<file path="src/rtl/spi_sr_pkg.sv">
package spi_sr_pkg;

  localparam int BYTE_W = 8;

  localparam logic [BYTE_W-1:0] OP_SET_WEL  = 8'h06;
  localparam logic [BYTE_W-1:0] OP_RD_STAT  = 8'h05;
  localparam logic [BYTE_W-1:0] OP_WR_STAT  = 8'h01;

  typedef enum logic [2:0] {
    ST_OPCODE,
    ST_RD_STAT,
    ST_WR_DATA,
    ST_QUIET,
    ST_STANDBY
  } cmd_state_e;

  function automatic logic [BYTE_W-1:0] pack_status(input logic srwd,
                                                    input logic qe,
                                                    input logic wel);
    logic [BYTE_W-1:0] s;
    s    = '0;
    s[7] = srwd;
    s[6] = qe;
    s[1] = wel;
    return s;
  endfunction

  function automatic logic hw_locked(input logic wp_level, input logic srwd);
    return (!wp_level) && srwd;
  endfunction

endpackage

</file>
<file path="src/rtl/spi_sr_sync.sv">
module spi_sr_sync #(
  parameter int          W       = 1,
  parameter int          STAGES  = 2,
  parameter logic [W-1:0] RST_VAL = '0
) (
  input  logic         clk,
  input  logic         rst_n,
  input  logic [W-1:0] d,
  output logic [W-1:0] q
);
  logic [W-1:0] stg [STAGES];

  for (genvar i = 0; i < STAGES; i++) begin : g_stage
    if (i == 0) begin : g_first
      always_ff @(posedge clk or negedge rst_n) begin
        if (!rst_n) stg[i] <= RST_VAL;
        else        stg[i] <= d;
      end
    end else begin : g_rest
      always_ff @(posedge clk or negedge rst_n) begin
        if (!rst_n) stg[i] <= RST_VAL;
        else        stg[i] <= stg[i-1];
      end
    end
  end

  assign q = stg[STAGES-1];
endmodule

</file>
<file path="src/rtl/spi_sr_bitin.sv">
module spi_sr_bitin #(
  parameter int BITS = 8
) (
  input  logic            clk,
  input  logic            rst_n,
  input  logic            sclk_s,
  input  logic            cs_n_s,
  input  logic            si_s,
  output logic            cs_fall,
  output logic            cs_rise,
  output logic            sclk_fall,
  output logic            byte_done,
  output logic [BITS-1:0] rx_byte,
  output logic            mid_byte
);
  localparam int CW = $clog2(BITS);
  localparam logic [CW-1:0] LAST = CW'(BITS - 1);

  logic          sclk_d, cs_d;
  logic          sclk_rise;
  logic [CW-1:0] bit_cnt;
  logic [BITS-1:0] sh;
  logic          done_q;

  always_ff @(posedge clk or negedge rst_n) begin
    if (!rst_n) begin
      sclk_d <= 1'b0;
      cs_d   <= 1'b1;
    end else begin
      sclk_d <= sclk_s;
      cs_d   <= cs_n_s;
    end
  end

  assign sclk_rise = sclk_s & ~sclk_d & ~cs_n_s;
  assign sclk_fall = ~sclk_s & sclk_d & ~cs_n_s;
  assign cs_fall   = ~cs_n_s & cs_d;
  assign cs_rise   = cs_n_s & ~cs_d;

  always_ff @(posedge clk or negedge rst_n) begin
    if (!rst_n) begin
      bit_cnt <= '0;
      sh      <= '0;
      done_q  <= 1'b0;
    end else begin
      done_q <= 1'b0;
      if (cs_fall) begin
        bit_cnt <= '0;
      end else if (sclk_rise) begin
        sh      <= {sh[BITS-2:0], si_s};
        bit_cnt <= (bit_cnt == LAST) ? '0 : bit_cnt + 1'b1;
        done_q  <= (bit_cnt == LAST);
      end
    end
  end

  assign byte_done = done_q;
  assign rx_byte   = sh;
  assign mid_byte  = (bit_cnt != '0);
endmodule

</file>
<file path="src/rtl/spi_sr_txout.sv">
module spi_sr_txout #(
  parameter int BITS = 8
) (
  input  logic            clk,
  input  logic            rst_n,
  input  logic            sclk_fall,
  input  logic            cs_fall,
  input  logic            cs_rise,
  input  logic            enable,
  input  logic [BITS-1:0] load_val,
  output logic            so,
  output logic            oe
);
  localparam int CW = $clog2(BITS);
  localparam logic [CW-1:0] LAST = CW'(BITS - 1);

  logic [CW-1:0]   cnt;
  logic [BITS-1:0] sh;
  logic            oe_q;

  always_ff @(posedge clk or negedge rst_n) begin
    if (!rst_n) begin
      cnt  <= '0;
      sh   <= '0;
      oe_q <= 1'b0;
    end else if (cs_fall || cs_rise) begin
      cnt  <= '0;
      oe_q <= 1'b0;
    end else if (sclk_fall && enable) begin
      sh   <= (cnt == '0) ? load_val : {sh[BITS-2:0], 1'b0};
      cnt  <= (cnt == LAST) ? '0 : cnt + 1'b1;
      oe_q <= 1'b1;
    end
  end

  assign so = sh[BITS-1];
  assign oe = oe_q;
endmodule

</file>
<file path="src/rtl/spi_sr_guard.sv">
module spi_sr_guard
  import spi_sr_pkg::*;
#(
  parameter int SYNC_STAGES    = 2,
  parameter int WP_SYNC_STAGES = 2
) (
  input  logic clk,
  input  logic rst_n,
  input  logic spi_sclk,
  input  logic spi_cs_n,
  input  logic spi_mosi,
  input  logic wp_n,
  output logic spi_miso,
  output logic spi_miso_oe
);
  logic [2:0] pins_s;
  logic       sclk_s, cs_n_s, si_s, wp_s;

  spi_sr_sync #(.W(3), .STAGES(SYNC_STAGES), .RST_VAL(3'b010)) u_pin_sync (
    .clk(clk), .rst_n(rst_n), .d({spi_sclk, spi_cs_n, spi_mosi}), .q(pins_s)
  );
  assign {sclk_s, cs_n_s, si_s} = pins_s;

  spi_sr_sync #(.W(1), .STAGES(WP_SYNC_STAGES), .RST_VAL(1'b1)) u_wp_sync (
    .clk(clk), .rst_n(rst_n), .d(wp_n), .q(wp_s)
  );

  logic              cs_fall, cs_rise, sclk_fall, byte_done, mid_byte;
  logic [BYTE_W-1:0] rx_byte;

  spi_sr_bitin #(.BITS(BYTE_W)) u_bitin (
    .clk(clk), .rst_n(rst_n), .sclk_s(sclk_s), .cs_n_s(cs_n_s), .si_s(si_s),
    .cs_fall(cs_fall), .cs_rise(cs_rise), .sclk_fall(sclk_fall),
    .byte_done(byte_done), .rx_byte(rx_byte), .mid_byte(mid_byte)
  );

  cmd_state_e state;
  logic       wel_q, srwd_q, qe_q;
  logic [1:0] pend_q;
  logic       got_q;

  // named events, also observed by the checker
  logic op_done, wren_hit, rdsr_hit, wrsr_accept, wrsr_reject, op_unknown;
  logic data_done, wrsr_commit, tx_enable;

  assign op_done     = byte_done && (state == ST_OPCODE);
  assign wren_hit    = op_done && (rx_byte == OP_SET_WEL);
  assign rdsr_hit    = op_done && (rx_byte == OP_RD_STAT);
  assign wrsr_accept = op_done && (rx_byte == OP_WR_STAT) && wel_q &&
                       !hw_locked(wp_s, srwd_q);
  assign wrsr_reject = op_done && (rx_byte == OP_WR_STAT) && !wrsr_accept;
  assign op_unknown  = op_done && !wren_hit && !rdsr_hit &&
                       (rx_byte != OP_WR_STAT);
  assign data_done   = byte_done && (state == ST_WR_DATA);
  assign wrsr_commit = cs_rise && (state == ST_WR_DATA) && got_q && !mid_byte;
  assign tx_enable   = (state == ST_RD_STAT);

  always_ff @(posedge clk or negedge rst_n) begin
    if (!rst_n) begin
      state <= ST_OPCODE;
    end else if (cs_fall || cs_rise) begin
      state <= ST_OPCODE;
    end else if (op_done) begin
      if (wren_hit)         state <= ST_QUIET;
      else if (rdsr_hit)    state <= ST_RD_STAT;
      else if (wrsr_accept) state <= ST_WR_DATA;
      else                  state <= ST_STANDBY;
    end
  end

  always_ff @(posedge clk or negedge rst_n) begin
    if (!rst_n) begin
      pend_q <= '0;
      got_q  <= 1'b0;
    end else if (cs_fall) begin
      got_q  <= 1'b0;
    end else if (data_done && !got_q) begin
      pend_q <= rx_byte[7:6];
      got_q  <= 1'b1;
    end
  end

  always_ff @(posedge clk or negedge rst_n) begin
    if (!rst_n) begin
      wel_q  <= 1'b0;
      srwd_q <= 1'b0;
      qe_q   <= 1'b0;
    end else begin
      if (wren_hit)         wel_q <= 1'b1;
      else if (wrsr_commit) wel_q <= 1'b0;
      if (wrsr_commit) begin
        srwd_q <= pend_q[1];
        qe_q   <= pend_q[0];
      end
    end
  end

  logic so_raw, oe_raw;

  spi_sr_txout #(.BITS(BYTE_W)) u_txout (
    .clk(clk), .rst_n(rst_n), .sclk_fall(sclk_fall), .cs_fall(cs_fall),
    .cs_rise(cs_rise), .enable(tx_enable),
    .load_val(pack_status(srwd_q, qe_q, wel_q)), .so(so_raw), .oe(oe_raw)
  );

  assign spi_miso_oe = oe_raw;
  assign spi_miso    = oe_raw ? so_raw : 1'b0;
endmodule

</file>
<file path="config.mk">
export PLATFORM = sky130hd
export DESIGN_NAME = spi_sr_guard
export DESIGN_NICKNAME = d
export VERILOG_FILES = /design/src/rtl/spi_sr_pkg.sv /design/src/rtl/spi_sr_sync.sv /design/src/rtl/spi_sr_bitin.sv /design/src/rtl/spi_sr_txout.sv /design/src/rtl/spi_sr_guard.sv
export SDC_FILE = /design/constraint.sdc
export NUM_CORES = 1
export LEC_CHECK = 0
export BUFFER_PORTS_ARGS = -buffer_cell sky130_fd_sc_hd__buf_2
export CAP_MARGIN = 20
export CORE_MARGIN = 4
export CORE_UTILIZATION = 40
export DETAILED_ROUTE_END_ITERATION = 8
export REMOVE_ABC_BUFFERS = 1
export SLEW_MARGIN = 15
export SYNTH_ARGS = -nofsm -noshare
export SYNTH_HDL_FRONTEND = slang
export SYNTH_SLANG_ARGS = --single-unit
</file>
<file path="constraint.sdc">
create_clock -name clk -period 3.4 [get_ports clk]
set_input_delay 0.34 -clock clk [delete_from_list [all_inputs] [get_ports clk]]
set_output_delay 0.34 -clock clk [all_outputs]
set_load 0.005 [all_outputs]
</file>
==> parameters.txt <==
Parameter                              Value

Run status
  Result of the run    complete, no violations

Die
  Chip Width    74.74 um
  Standard cell core area    4324 um2
  Overall die area    5586 um2
  Number of placed I/O pins    8
  Initial core utilization    0.4120
  Count of standard-cell rows    24
  Height of the chip    74.74 um

Global routing
  Overall overflow remaining after global route    0
  Number of global-route vias before repair    1,157
  Number of antenna violations at the first check in global routing    0
  Pin count of the biggest net entering global routing    43
  Global-route wire length before repair    5216 um
  Total track usage    0.1256

Critical path
  Worst r2r dst    u_bitin.rx_byte[4]$_DFFE_PN0P_
  Highest net fanout along the worst path    9
  Count of cell instances traversed by the critical path    4
  Startpoint of the lowest-slack register-to-register path    u_pin_sync.q[1]$_DFF_PN1_
  Last element of the critical path    u_bitin.rx_byte[4]$_DFFE_PN0P_
  Worst setup path startpoint    u_pin_sync.q[1]$_DFF_PN1_
  Length in cells of the worst reg-to-reg path    4
  Kind of end point of the critical path    flip-flop
  Cell Chain, Critical Path    inv_1, ha_1, nor2b_1, mux2_2
  Biggest cell delay along the critical path    590 ps
  Top cell family by delay on the critical path    simple AND/OR/NAND/NOR gates
  Critical Path RT    3570 ps
  Kind of critical path    reg -> reg
  Register-to-register setup slack    1390 ps
  Crit path DAT    2180 ps
  Critical path launch point type    flip-flop
  Buf/Inv on CP    1
  Master of the slowest instance on the critical path    sky130_fd_sc_hd__nor2b_1

Synth
  Post-synthesis register bit count    42
  Number of standard cells after synthesis    152
  Average cell area after synthesis    11.72 um2
  Syn. warnings    0
  Proportion of synthesized chip area in sequential cells    0.5934
  Number of distinct library cells after synthesis    33
  Synthesized cell area    1782 um2

Finish
  Combined flip-flop and latch cell area    1057 um2
  Layout filler cell count    426
  Diode insertion count for antenna repair    0
  Footprint of the multi-input gates    674.4 um2
  Share of final-layout standard cells stronger than drive strength 1    0.2256
  Fin area    1953 um2
  # nets final    177
  Synthesis-to-finish area growth    9.621%

STA
  Relative slew slack    0.4055
  Total negative setup slack    0 ps
  Final number of max-transition violations    0
  # setup viols final    0
  Setup repair after global routing missed its margin    false
  Final period demand of the worst path    2007 ps
  Worst Clk Skew    8.057 ps
  Actual transition at the worst max-transition pin    891.8 ps
  Hold slack    135.8 ps
  Final clock period utilization by the worst path    0.5904
  Final number of hold-violating endpoints    0
  Highest clock rate    498.2 MHz
  Final setup margin    1393 ps

Hold path
  Worst hold path type    in -> reg

Clock network
  Sinks on the clock net    42
  Clock tree root buffer cell    sky130_fd_sc_hd__clkbuf_8
  Clock tree from TritonCTS    built
  Inserted Clock Buffers    5
  Count of hold-fix buffers inserted at cts    0
  Postcts setup bufs    0
  Number of cells upsized or downsized after cts    0
  H-tree levels    2
  Clock latency on the worst-skew pair    290 ps
  Clock buffer depth    2
  Clock Pin Slew Worst Setup and Hold Paths    80 ps

Placement
  Total placed instance area    1869 um2
  Pre-CTS setup slack    1439 ps
  Placed wire-length estimate    2071 um
  Placer congestion estimate    0.7485
  IO Port Bufs    7

Detailed routing
  Number of vias after detailed routing    1,080
  Total routed wirelength    2921 um
  Number of iterations in the first detailed-routing pass    4
  Average wire length per cell after detail routing    13.52 um
  DR vias/cell    5.000
  Remaining routing DRC violations    0
  Initial detailed-routing violation count    34
  Number of routed nets with antenna violations    0

Pwr
  Maximum ir drop on the vdd rail    0.2944 mV
  Pwr Density    517.1 nW/um2
  Static Leakage    0.0008987 uW

Job
  # Max-Cap Violations    0
==> sequential cells by signal, indices dropped and copies added, names as in the netlist, 2 cells and up <==
signal,count
u_pin_sync.q,3
u_txout.cnt,3
u_bitin.bit_cnt,3
state,3
u_pin_sync.stg,3
u_txout.sh,7
u_bitin.rx_byte,8
pend_q,2
==> cells in the final DEF, fill, tap and decap left out, types with 2 or more instances in the layout <==
cell type,n
sky130_fd_sc_hd__dfrtp_1,37
sky130_fd_sc_hd__nand2_1,15
sky130_fd_sc_hd__nor2_1,13
sky130_fd_sc_hd__mux2_2,11
sky130_fd_sc_hd__o21ai_0,11
sky130_fd_sc_hd__inv_1,10
sky130_fd_sc_hd__a21oi_1,9
sky130_fd_sc_hd__ha_1,8
sky130_fd_sc_hd__buf_2,7
sky130_fd_sc_hd__nor2b_1,5
sky130_fd_sc_hd__clkbuf_8,5
sky130_fd_sc_hd__dfstp_2,5
sky130_fd_sc_hd__mux2i_1,3
sky130_fd_sc_hd__and2_1,2
sky130_fd_sc_hd__or3_1,2
sky130_fd_sc_hd__nand3_1,2
sky130_fd_sc_hd__clkbuf_1,2
==> cell type report <==
cell class	instances	area share
sequential	42	0.5413
multi-input combinational	97	0.3453
clock buffer	7	0.03908
tap	52	0.03331
inverter	10	0.01922
timing repair buffer	7	0.01794
clock inverter	1	0.003844
==> cell usage after synthesis <==
cell type                  instances  area, um2
sky130_fd_sc_hd__o31ai_1           1      7.510
sky130_fd_sc_hd__nor2_2            1      6.260
sky130_fd_sc_hd__and3b_2           1      10.01
sky130_fd_sc_hd__nor3b_2           1      12.51
sky130_fd_sc_hd__mux2_2           11      123.9
sky130_fd_sc_hd__inv_1            10      37.54
sky130_fd_sc_hd__or3_1             2      12.51
sky130_fd_sc_hd__ha_1              8      100.1
sky130_fd_sc_hd__nor3_1            1      5.000
sky130_fd_sc_hd__dfstp_2           5      131.4
sky130_fd_sc_hd__mux2i_1           3      30.03
sky130_fd_sc_hd__a21oi_1           9      45.04
sky130_fd_sc_hd__buf_2             1      5.000
sky130_fd_sc_hd__a211oi_2          1      12.51
sky130_fd_sc_hd__nor4b_1           1      8.760
sky130_fd_sc_hd__or2b_2            1      8.760
sky130_fd_sc_hd__or3b_1            1      8.760
sky130_fd_sc_hd__nor3b_1           1      7.510
sky130_fd_sc_hd__nor2b_1           5      31.28
sky130_fd_sc_hd__nor2_1           13      48.80
sky130_fd_sc_hd__nand2_1          15      56.30
sky130_fd_sc_hd__nand3_1           2      10.01
sky130_fd_sc_hd__or4_4             1      11.26
sky130_fd_sc_hd__nand2b_1          1      6.260
sky130_fd_sc_hd__dfrtp_1          37      925.9
sky130_fd_sc_hd__nand4_1           1      6.260
sky130_fd_sc_hd__nor3b_4           1      18.77
sky130_fd_sc_hd__buf_1             1      3.750
sky130_fd_sc_hd__a22o_2            1      10.01
sky130_fd_sc_hd__and4_1            1      8.760
sky130_fd_sc_hd__o21ai_0          11      55.05
sky130_fd_sc_hd__clkbuf_1          1      3.750
sky130_fd_sc_hd__and2_1            2      12.51
==> kinds of logic after synthesis <==
logic type | Yosys count | share of synthesized area
adders and majority gates | 8 | 0.05618
buffers and inverters | 13 | 0.02809
DFF | 42 | 0.5934
AOI/OAI and AO/OA | 23 | 0.07303
and+or+nand+nor | 52 | 0.1629
muxes | 14 | 0.08638
==> worst min path at each step <==
stage | slack, ps | depth (start not counted) | end | from
floorplan | 40 | 0 | got_q$_DFFE_PN0P_ | rst_n
global route | 110 | 1 | u_wp_sync.stg[1]$_DFF_PN1_ | wp_n
global placement | 340 | 0 | u_pin_sync.q[0]$_DFF_PN0_ | u_pin_sync.stg[3]$_DFF_PN0_
detailed placement | 340 | 0 | u_pin_sync.q[2]$_DFF_PN0_ | u_pin_sync.stg[5]$_DFF_PN0_
CTS | 120 | 1 | u_wp_sync.stg[1]$_DFF_PN1_ | wp_n
finish | 140 | 1 | u_wp_sync.stg[1]$_DFF_PN1_ | wp_n
==> metal layers <==
| metal | GRT usage | up-vias | share of wire |
|---|---|---|---|
| li1 | - | 530 | - |
| met1 | 0.1494 | 530 | 0.44 |
| met2 | 0.2020 | 14 | 0.50 |
| met3 | 0.04940 | 6 | 0.038 |
| met4 | 0.05534 | 0 | 0.021 |
| met5 | 0 | - | 0 |
==> report_power, final <==
group / switching (uW) / internal, uW / leakage [uW]
sequential: 44.1 / 544 / 0.000548
combinational: 56.1 / 59.0 / 0.000313
clock: 162 / 145 / 0.0000385
==> stage by stage <==
| step | total power, uW | util | instances |
|---|---|---|---|
| 2_1_floorplan | 667.5 | - | 149 |
| 3_3_place_gp | 700.9 | 0.4323 | 208 |
| 3_5_place_dp | 710.8 | 0.4323 | 208 |
| 4_1_cts | 1028 | 0.4517 | 216 |
| 5_1_grt | 1071 | 0.4517 | 216 |
| 6_report | 1010 | 0.4517 | 216 |
(Power assumes the default switching activity.)
